==> src/rtl/aai_seq_pkg.sv <==
package aai_seq_pkg;
    typedef enum logic [2:0] {
        ST_IDLE,
        ST_ADDR,
        ST_BYTE0,
        ST_BYTE1,
        ST_PROG0,
        ST_PROG1
    } seq_st_e;

    localparam logic [7:0] OP_AAI  = 8'hAD;
    localparam logic [7:0] OP_WREN = 8'h06;
    localparam logic [7:0] OP_WRDI = 8'h04;
    localparam logic [7:0] OP_RDSR = 8'h05;
    localparam logic [7:0] OP_EBSY = 8'h70;
    localparam logic [7:0] OP_DBSY = 8'h80;
endpackage

==> src/rtl/aai_ctrl.sv <==
module aai_ctrl
    import aai_seq_pkg::*;
#(
    parameter int AW = 24,
    parameter int DW = 8
) (
    input  logic          clk,
    input  logic          rst_n,
    input  logic          cs_n,
    input  logic          op_valid,
    input  logic [7:0]    op_code,
    input  logic          addr_valid,
    input  logic [AW-1:0] addr,
    input  logic          data_valid,
    input  logic [DW-1:0] data_in,
    input  logic          prog_done,
    output logic          prog_req,
    output logic [AW-1:0] prog_addr,
    output logic [DW-1:0] prog_data,
    output logic          busy,
    output logic          aai_active,
    output logic          wel
);
    localparam int WW = AW - 1;

    typedef struct packed {
        seq_st_e       st;
        logic          aai;
        logic          wel;
        logic [WW-1:0] word;
        logic [DW-1:0] b0;
        logic [DW-1:0] b1;
    } ctl_t;

    ctl_t ctl_d, ctl_q;

    always_comb begin
        ctl_d = ctl_q;
        case (ctl_q.st)
            ST_IDLE: begin
                if (op_valid) begin
                    case (op_code)
                        OP_AAI: begin
                            if (ctl_q.aai)      ctl_d.st = ST_BYTE0;
                            else if (ctl_q.wel) ctl_d.st = ST_ADDR;
                        end
                        OP_WREN: ctl_d.wel = 1'b1;
                        OP_WRDI: begin
                            ctl_d.wel = 1'b0;
                            ctl_d.aai = 1'b0;
                        end
                        OP_RDSR: begin
                            if (ctl_q.aai) begin
                                ctl_d.aai = 1'b0;
                                ctl_d.wel = 1'b0;
                            end
                        end
                        default: ;
                    endcase
                end
            end
            ST_ADDR: begin
                if (cs_n) ctl_d.st = ST_IDLE;
                else if (addr_valid) begin
                    ctl_d.word = addr[AW-1:1];
                    ctl_d.st   = ST_BYTE0;
                end
            end
            ST_BYTE0: begin
                if (cs_n) ctl_d.st = ST_IDLE;
                else if (data_valid) begin
                    ctl_d.b0 = data_in;
                    ctl_d.st = ST_BYTE1;
                end
            end
            ST_BYTE1: begin
                if (cs_n) ctl_d.st = ST_IDLE;
                else if (data_valid) begin
                    ctl_d.b1  = data_in;
                    ctl_d.aai = 1'b1;
                    ctl_d.st  = ST_PROG0;
                end
            end
            ST_PROG0: if (prog_done) ctl_d.st = ST_PROG1;
            ST_PROG1: begin
                if (prog_done) begin
                    ctl_d.word = ctl_q.word + 1'b1;
                    ctl_d.st   = ST_IDLE;
                end
            end
            default: ctl_d.st = ST_IDLE;
        endcase
    end

    always_ff @(posedge clk or negedge rst_n) begin
        if (!rst_n) ctl_q <= '{st: ST_IDLE, default: '0};
        else        ctl_q <= ctl_d;
    end

    assign prog_req   = (ctl_q.st == ST_PROG0) || (ctl_q.st == ST_PROG1);
    assign prog_addr  = {ctl_q.word, ctl_q.st == ST_PROG1};
    assign prog_data  = (ctl_q.st == ST_PROG1) ? ctl_q.b1 : ctl_q.b0;
    assign busy       = prog_req;
    assign aai_active = ctl_q.aai;
    assign wel        = ctl_q.wel;
endmodule

==> src/rtl/aai_busy_pin.sv <==
module aai_busy_pin
    import aai_seq_pkg::*;
(
    input  logic       clk,
    input  logic       rst_n,
    input  logic       cs_n,
    input  logic       op_valid,
    input  logic [7:0] op_code,
    input  logic       aai_active,
    input  logic       busy,
    output logic       so_oe,
    output logic       so_out
);
    typedef struct packed {
        logic ebsy;
        logic in_cmd;
    } pin_t;

    pin_t pin_d, pin_q;

    always_comb begin
        pin_d = pin_q;
        if (op_valid && op_code == OP_EBSY)      pin_d.ebsy = 1'b1;
        else if (op_valid && op_code == OP_DBSY) pin_d.ebsy = 1'b0;
        if (cs_n)          pin_d.in_cmd = 1'b0;
        else if (op_valid) pin_d.in_cmd = 1'b1;
    end

    always_ff @(posedge clk or negedge rst_n) begin
        if (!rst_n) pin_q <= '0;
        else        pin_q <= pin_d;
    end

    assign so_oe  = pin_q.ebsy && aai_active && !cs_n && !pin_q.in_cmd;
    assign so_out = !busy;
endmodule

==> src/rtl/aai_word_seq.sv <==
module aai_word_seq #(
    parameter int AW = 24,
    parameter int DW = 8
) (
    input  logic          clk,
    input  logic          rst_n,
    input  logic          cs_n,
    input  logic          op_valid,
    input  logic [7:0]    op_code,
    input  logic          addr_valid,
    input  logic [AW-1:0] addr,
    input  logic          data_valid,
    input  logic [DW-1:0] data_in,
    input  logic          prog_done,
    output logic          prog_req,
    output logic [AW-1:0] prog_addr,
    output logic [DW-1:0] prog_data,
    output logic          busy,
    output logic          stat_aai,
    output logic          wel,
    output logic          so_oe,
    output logic          so_out
);
    aai_ctrl #(.AW(AW), .DW(DW)) u_ctrl (
        .clk        (clk),
        .rst_n      (rst_n),
        .cs_n       (cs_n),
        .op_valid   (op_valid),
        .op_code    (op_code),
        .addr_valid (addr_valid),
        .addr       (addr),
        .data_valid (data_valid),
        .data_in    (data_in),
        .prog_done  (prog_done),
        .prog_req   (prog_req),
        .prog_addr  (prog_addr),
        .prog_data  (prog_data),
        .busy       (busy),
        .aai_active (stat_aai),
        .wel        (wel)
    );

    aai_busy_pin u_pin (
        .clk        (clk),
        .rst_n      (rst_n),
        .cs_n       (cs_n),
        .op_valid   (op_valid),
        .op_code    (op_code),
        .aai_active (stat_aai),
        .busy       (busy),
        .so_oe      (so_oe),
        .so_out     (so_out)
    );
endmodule

==> config.mk <==
export PLATFORM = sky130hd
export DESIGN_NAME = aai_word_seq
export DESIGN_NICKNAME = d
export VERILOG_FILES = /design/src/rtl/aai_seq_pkg.sv /design/src/rtl/aai_ctrl.sv /design/src/rtl/aai_busy_pin.sv /design/src/rtl/aai_word_seq.sv
export SDC_FILE = /design/constraint.sdc
export NUM_CORES = 1
export LEC_CHECK = 0
export BUFFER_PORTS_ARGS = -buffer_cell sky130_fd_sc_hd__buf_4
export CELL_PAD_IN_SITES_DETAIL_PLACEMENT = 1
export CELL_PAD_IN_SITES_GLOBAL_PLACEMENT = 1
export CORE_MARGIN = 2
export CORE_UTILIZATION = 35
export CTS_CLUSTER_SIZE = 20
export DETAILED_ROUTE_END_ITERATION = 8
export PLACE_DENSITY_LB_ADDON = 0.1
export SLEW_MARGIN = 10
export SYNTH_ARGS = -nofsm -noshare
export SYNTH_HDL_FRONTEND = slang
export SYNTH_SLANG_ARGS = --single-unit
==> constraint.sdc <==
create_clock -name clk -period 1.85 [get_ports clk]
set_clock_uncertainty 0.05 [all_clocks]
set_input_delay 0.37 -clock clk [delete_from_list [all_inputs] [get_ports clk]]
set_output_delay 0.37 -clock clk [all_outputs]
set_load 0.005 [all_outputs]
* Word level (Yosys, flattened, before mapping)
Index checks and enable logic that the tools add are counted.
** Word-level totals
- Flip-flop bits (word level) :: 46
- Input bits :: 47
- Output and inout port bits :: 38
- Logic and storage cells :: 83
** Cells by class
- Add/subtract/negate cells :: 1
- Equality and inequality tests :: 25
- Multiplexer cells :: 27
- Bitwise operators :: 1
- Reduce and logical (&&, ||, !) cells :: 21
** Operator list (number)
- two-way mux 23 bit :: 3
- case mux 23 bit (2 select lines) :: 1
- two-way mux 3 bit :: 10
- equality test 8 x 3 -> 1 bit (second input constant) :: 3
- adder 23 x 1 -> 23 bit (second input constant) :: 1
- case mux 3 bit (6 select lines) :: 1
- equality test 8 bit (second input constant) :: 2
- inequality test 2 bit (second input constant) :: 8
- inequality test 3 bit (second input constant) :: 4
- equality test 8 x 7 -> 1 bit (second input constant) :: 1
- two-way mux 8 bit :: 1
- AND reduction 4 bit :: 2
- AND reduction 8 bit :: 1
- nonzero test 2 bit :: 4
- equality test 3 x 2 -> 1 bit (second input constant) :: 2
- equality test 3 bit (second input constant) :: 2
- two-way mux 1 bit :: 6
- AND reduction 3 bit :: 2
- logical AND 1 bit :: 5
- two-way mux 5 bit :: 1
- AND reduction 5 bit :: 1
- two-way mux 4 bit :: 1
- case mux 1 bit (2 select lines) :: 2
- equality test 3 x 1 -> 1 bit (second input constant) :: 1
- 8 further kinds :: 10

* Depth between registers and ports, before layout
Gate-level depths: netlist of the first run.
- Depth after elaboration :: 5
- Depth in mapped cells :: 7
- Gate-level depth less buffers :: 5

* Modules after synthesis
A second synthesis of the first run with hierarchy kept.
** Unflattened totals
- Cell total of the unflattened synthesis :: 324
- Area, all modules :: 2845.2 µm²
** By module, submodules not included
- aai_ctrl :: instances 1, cells an instance 310, area each 2717.6 µm², sequential area each 1101.1 µm²
- aai_busy_pin :: instances 1, cells an instance 14, area each 127.6 µm², sequential area each 50.0 µm²

* Worst setup path after synthesis of the first run
OpenSTA, ideal clock, no wires.
- Kind :: reg-to-output
- From :: register u_ctrl.ctl_q[42] in the netlist's numbering
- To :: output prog_data[0]
- Arrival :: 1.493 ns
- Data required time :: 1.430 ns
- Slack :: -0.063 ns
- Cell stages (with the launch flop) :: 8
- Buffers on the path :: 3
- Path through :: dfrtp_1 > buf_2 > nand3b_1 > inv_1 > buf_2 > buf_1 > nand2_1 > nand2_1
** Between the ends
- Cells in the longest elaborated chain, start to end :: 2
** RTL lines
- start, declared :: RTL line aai_ctrl.sv:35 : ctl_t ctl_d, ctl_q;
- start signal, assigned :: RTL line aai_ctrl.sv:97 : else ctl_q <= ctl_d;
- equality test 3 bit
- net prog_addr[0] :: RTL line aai_word_seq.sv:16 : output logic [AW-1:0] prog_addr,
- two-way mux 8 bit :: RTL line aai_ctrl.sv:102 : assign prog_data = (ctl_q.st == ST_PROG1) ? ctl_q.b1 : ctl_q.b0;
- end, declared :: RTL line aai_word_seq.sv:17 : output logic [DW-1:0] prog_data,
The timed path passes the listed nets, and every way through them passes these cells.

* Worst setup path after layout of the first run
- From :: register u_ctrl.ctl_q[42] in the netlist's numbering
- To :: output prog_data[6]
** Between the ends
- Cells in the longest elaborated chain, start to end :: 2
** RTL lines (RTL line)
- equality test 3 bit :: aai_ctrl.sv:102
- two-way mux 8 bit :: aai_ctrl.sv:102
No other way between the ends.

==> results of run 1 <==
## power breakdown
group          switching [mW]  internal (mW)  total (mW)
logic                    1.14           1.40        2.54
clock network           0.407          0.271       0.678
registers               0.408           1.45        1.86
total                    1.95           3.12        5.07
## per-stage QoR
stage | std cells | utilization | cell area (um2) | hold slack, ps | power (mW)
floorplan | 349 | - | 2970 | 24.4 | 3.15
global placement | 535 | 0.464 | 3810 | 392 | 4.08
detailed placement | 535 | 0.464 | 3810 | 393 | 4.17
CTS | 551 | 0.488 | 4010 | 49.1 | 4.87
global route | 554 | 0.520 | 4270 | 57.2 | 5.45
finish | 554 | 0.520 | 4270 | 22.9 | 5.07
## state kept, by name (all words and copies together) (netlist names)
register and flops:
u_ctrl.wel 1, u_ctrl.aai_active 1, u_ctrl.ctl_q 19, u_pin.pin_q 2, u_ctrl.prog_addr 23
## how the worst max path moves through the flow
stage,start,end,slack (ps),cells after the start
3_3_place_gp,cs_n,u_ctrl.prog_addr[13],-10,5
4_1_cts,u_ctrl.ctl_q[43],prog_data[0],-50,7
3_5_place_dp,cs_n,u_ctrl.ctl_q[15],-20,6
2_1_floorplan,cs_n,u_ctrl.prog_addr[13],40,5
6_report,u_ctrl.ctl_q[42],prog_data[6],-50,6
5_1_grt,u_ctrl.ctl_q[42],prog_data[6],-130,6
## kinds of logic after synthesis
kind of cell               synth area share
AOI/OAI and AO/OA                     0.178
adders and majority gates           0.00421
buffers and inverters                 0.109
DFF                                   0.387
muxes                                0.0674
and+or+nand+nor                       0.254
## critical path, cell delays in order (launching register included)
cell	delay, ps
dfrtp_2	420
nand3b_1	220
inv_2	150
clkbuf_16	170
nand2_4	40
nand2_2	60
buf_6	90
## layout make-up
cell class                      count  area [um2]
Inverter                           13        48.8
Fill cell                         977        3950
Sequential cell                    46        1150
Clock inverter                      3        23.8
Tap cell                          105         131
Clock buffer                        5        68.8
Multi-Input combinational cell    245        1690
Timing Repair Buffer              137        1150
## routing by layer
layer	share of wire	vias up	track usage
met5	0	-	0
met4	0.014	0	0.0452
met3	0.046	11	0.0305
met2	0.50	71	0.380
met1	0.44	1455	0.263
li1	-	1447	-
## what timing repair did
| action | CTS | global route |
|---|---|---|
| pin swaps | 5 | 16 |
| resized for setup | 6 | 59 |
| cloned | 1 | 1 |
| setup endpoints to repair | 10 | 33 |
| setup buffers | 7 | 2 |
## cell usage in the layout, fill, tap and decap left out, types with 3 or more instances in the layout
master / Yosys / routed
a21oi_1: 21 / 19
nand2b_1: 6 / 6
o311ai_1: 0 / 3
inv_1: 13 / 12
o21bai_1: 3 / 3
dfrtp_1: 46 / 43
clkbuf_8: 0 / 5
nand2_2: 0 / 8
a311oi_1: 4 / 4
buf_6: 1 / 11
nor2_1: 18 / 17
and3_1: 10 / 9
o22ai_1: 3 / 3
nand3_1: 18 / 16
nand2_4: 0 / 8
nor4_1: 17 / 16
nand4_1: 5 / 5
nor3_1: 4 / 3
o211ai_1: 3 / 3
o21ai_0: 20 / 19
buf_4: 24 / 121
nand2_1: 45 / 29
a211oi_2: 0 / 4
a21oi_2: 1 / 3
a31oi_1: 3 / 3
mux2_2: 16 / 16
buf_12: 0 / 3
dfrtp_2: 0 / 3
## cells in the mapped netlist (2+ instances only)
master / instances
a211oi_1: 4
a21o_1: 2
a21oi_1: 21
a22oi_1: 2
a311oi_1: 4
a31oi_1: 3
and2_1: 2
and3_1: 10
and4_1: 2
buf_1: 3
buf_2: 7
buf_4: 24
clkbuf_1: 10
dfrtp_1: 46
inv_1: 13
mux2_2: 16
mux2i_1: 2
nand2_1: 45
nand2b_1: 6
nand3_1: 18
nand3b_1: 2
nand4_1: 5
nor2_1: 18
nor3_1: 4
nor3b_1: 2
nor4_1: 17
o211ai_1: 3
o21ai_0: 20
o21bai_1: 3
o22ai_1: 3
o311ai_0: 4
o31ai_1: 2
or3_1: 4
or4b_1: 2
==> qor.yml, run 1 <==
status: "finished, violations left"
violations: "negative setup slack"
grt_pass1_wl_um: 15300
r2r-start: "u_ctrl.ctl_q[43]"
max-cap-violations: 0
vdd_drop_max_uv: 541
grt_pass1_vias: 3137
hpwl_um: 6690
ys_seq_area_frac: 0.387
tightest_slew_ps: 642
clk_pin_slew_ps: 100
areaGrowthSynthToFinish_pct: 43.7
clock_path_buffers: 2
yosysTopAreaCellShare: 0.387
period_needed_ps: 1900
gp_congestion: 0.805
final_antenna_net_count: 0
setup_viol: 9
fmax_mhz: 527
synth_area_leaders: "dfrtp_1 (39%), buf_4 (6.1%), mux2_2 (6.1%)"
synth.distinct_cells: 54
port_buffers: 83
hold_class: "in2async"
finalNetCount: 496
hold_buffers: 0
dieHeight_um: 96.1
cts.sinks: 46
ys.flop_type: "dfrtp_1"
cts_tree: "done"
cp.arrival_ps: 1480
syn_inst: 349
grt_max_degree: 47
slew_headroom: 0.572
wl_per_cell_um: 17.0
antenna_found_initial: 0
maxSlewViolCount: 0
htree_levels: 2
diodes: 0
required_ps: 1430
syn_area_um2: 2970
avgSynthCellArea_um2: 8.51
vias: 2984
routed_wl_um: 9430
timing.final.ws_setup_ps: -45.8
synth_edf_count: 0
dieArea_um2: 9240
power.density_nw_per_um2: 1190
pre_cts_ws_ps: -20.0
drt_iter0_markers: 80
cts-buffers-inserted: 5
grt-ovfl-total: 0
cp_max_fo: 5
clockRootBuffer: "clkbuf_8"
hold_violations: 0
design.portCount: 85
fin_setup_tns_ps: -289
coreArea_um2: 8220
rows: 33
synth_warnings: 0
rsz0062_at_grt: "yes"
async_flop_share: 1.00
power.leakage_nw: 1.99
first_pass_iters: 4
layout-drive-gt1-share: 0.459
ys_ff_latch: 46
initial_core_util: 0.362
reg2reg_slack_ps: -30
reg2reg_depth: 5
yosys.area.top_type: "dfrtp_1"
fp.dieW_um: 96.1
end_kind: "output pin"
clock_latency_ps: 310
crit_path_start_kind: "register"
critPathKind: "reg2out"
grtUsageTotal: 0.210
viasPerCell: 5.39
syn-num-nets: 397
r2r_end: "u_ctrl.ctl_q[41]"
min_period_over_period: 1.02
drc: 0
Power figures use the tool's default switching activity.
==> inputs of run 2 (changes only) <==
CORE_UTILIZATION = 36   (was 35)
CTS_BUF_LIST = sky130_fd_sc_hd__clkbuf_4 sky130_fd_sc_hd__clkbuf_8   (was default)
==> qor.yml, run 2 (synthesis results as in run 1) <==
status: "finished, violations left"
violations: "negative setup slack"
grt_pass1_wl_um: 15100  # -0.90%
antenna_found_initial: 0  # unchanged
end_kind: "output pin"
timing.final.ws_setup_ps: -5.29  # +40.5 ps
grt-ovfl-total: 0  # unchanged
dieHeight_um: 94.9  # -1.3%
clk_pin_slew_ps: 90  # about the same
viasPerCell: 5.49  # +1.9%
diodes: 0  # unchanged
grt_pass1_vias: 3144  # +0.22%
hpwl_um: 6740  # +0.77%
areaGrowthSynthToFinish_pct: 37.1
hold_buffers: 0  # unchanged
hold_class: "in2async"
power_mw: 4.87  # -4.0%
tightest_slew_ps: 638  # -4.82 ps
grt_max_degree: 47  # unchanged
gp_congestion: 0.797  # -1.0%
fin_cells: 552  # -0.36%
fin_setup_tns_ps: -8.29  # +280 ps
fmax_mhz: 539  # +2.2%
critPathKind: "reg2out"
dieArea_um2: 9000  # -2.7%
vias: 3030  # +1.5%
htree_levels: 2  # unchanged
power.leakage_nw: 1.86  # -6.9%
placed_area_um2: 3800  # -0.33%
initial_core_util: 0.367  # +0.00554
finalNetCount: 494  # -0.40%
largest_reg_flops: 23  # unchanged
first_pass_iters: 4  # unchanged
wl_per_cell_um: 17.1  # +0.67%
clockRootBuffer: "clkbuf_8"
required_ps: 1430  # about the same
clock_path_buffers: 2  # unchanged
fp.dieW_um: 94.9  # -1.3%
fin_util: 0.503  # -0.0162
power.density_nw_per_um2: 1190  # +0.59%
rows: 33  # unchanged
dp.cells: 535  # unchanged
slew_headroom: 0.575  # +0.00321
setup_viol: 2  # -7
vdd_drop_max_uv: 451  # -17%
drc: 0  # unchanged
cts_tree: "done"
period_needed_ps: 1860  # -40.5 ps
rsz0062_at_grt: "yes"
drt_iter0_markers: 80  # unchanged
cp.arrival_ps: 1440  # -40 ps
final_antenna_net_count: 0  # unchanged
crit_path_start_kind: "register"
design_area_um2: 4070  # -4.6%
coreArea_um2: 8090  # -1.5%
cts-buffers-inserted: 5  # unchanged
hold_violations: 0  # unchanged
clock_latency_ps: 300  # about the same
max-cap-violations: 0  # unchanged
pre_cts_ws_ps: -3.41  # +16.6 ps
design.portCount: 85  # unchanged
layout-drive-gt1-share: 0.394  # -0.0651
timing.hold.ws_ps: 22.7  # -0.248 ps
cts.sinks: 46  # unchanged
routed_wl_um: 9460  # +0.31%
maxSlewViolCount: 0  # unchanged
final_cell_mix: "buf_4 (131), nand2_1 (45), dfrtp_1 (45)"
port_buffers: 83  # unchanged
cp_max_fo: 12  # +7
min_period_over_period: 1.00  # -0.0219
grtUsageTotal: 0.215  # +0.00537
final_common_cell: "buf_4"
[run 2: cell types whose count changed in the layout (fill, tap and decap cells not counted), sizes merged]
cell	delta
inv	-1
clkinv	+2
buf	-2
clkinvlp	-1
[run 2: worst paths after layout]
check                                 startpoint                    to  cells after the start  slack, ps
worst max-delay path            u_ctrl.ctl_q[43]          prog_data[5]                      6         -5
worst min-delay path                       rst_n  u_ctrl.prog_addr[17]                      1         20
worst max register to register  u_ctrl.ctl_q[43]   u_ctrl.prog_addr[3]                      8         20
worst min register to register   u_ctrl.ctl_q[5]       u_ctrl.ctl_q[5]                      1        460
max in group asynchronous                  rst_n      u_ctrl.ctl_q[42]                      1       1270
min in group clk                      data_valid      u_ctrl.ctl_q[42]                      2        240
[run 2: what timing repair did]
item / in CTS / in global routing
gates resized for setup: 5 / 11
gates cloned: 1 / 1
setup buffers: 5 / 2
pin swaps: 1 / 8
setup endpoints to repair: 10 / 22
[run 2: routing by layer]
layer	GRT usage	part of all wire	vias up
met5	0	0	-
met4	0.0664	0.016	0
met3	0.0343	0.043	12
met2	0.392	0.52	66
met1	0.259	0.42	1502
li1	-	-	1450
[run 2: worst max-delay path, cell delays in order (launching register included)]
cell and delay [ps]:
dfrtp_1 390, buf_4 140, nand3b_1 140, buf_4 220, nand2_1 80, nand2_1 70
buf_4 110
[run 2: area by class of cell]
| cell class | count | area [um2] |
|---|---|---|
| flip-flops and latches | 46 | 1150 |
| well taps | 105 | 131 |
| clock buffers | 5 | 68.8 |
| repair buffers | 135 | 1080 |
| inverters | 13 | 48.8 |
| multi-input cells | 245 | 1570 |
| fillers | 1012 | 4020 |
| clock inverters | 3 | 21.3 |
[run 2: where the power goes]
part / internal [mW] / switching (mW)
Sequential: 1.44 / 0.349
Combinational: 1.32 / 1.11
Clock: 0.266 / 0.378
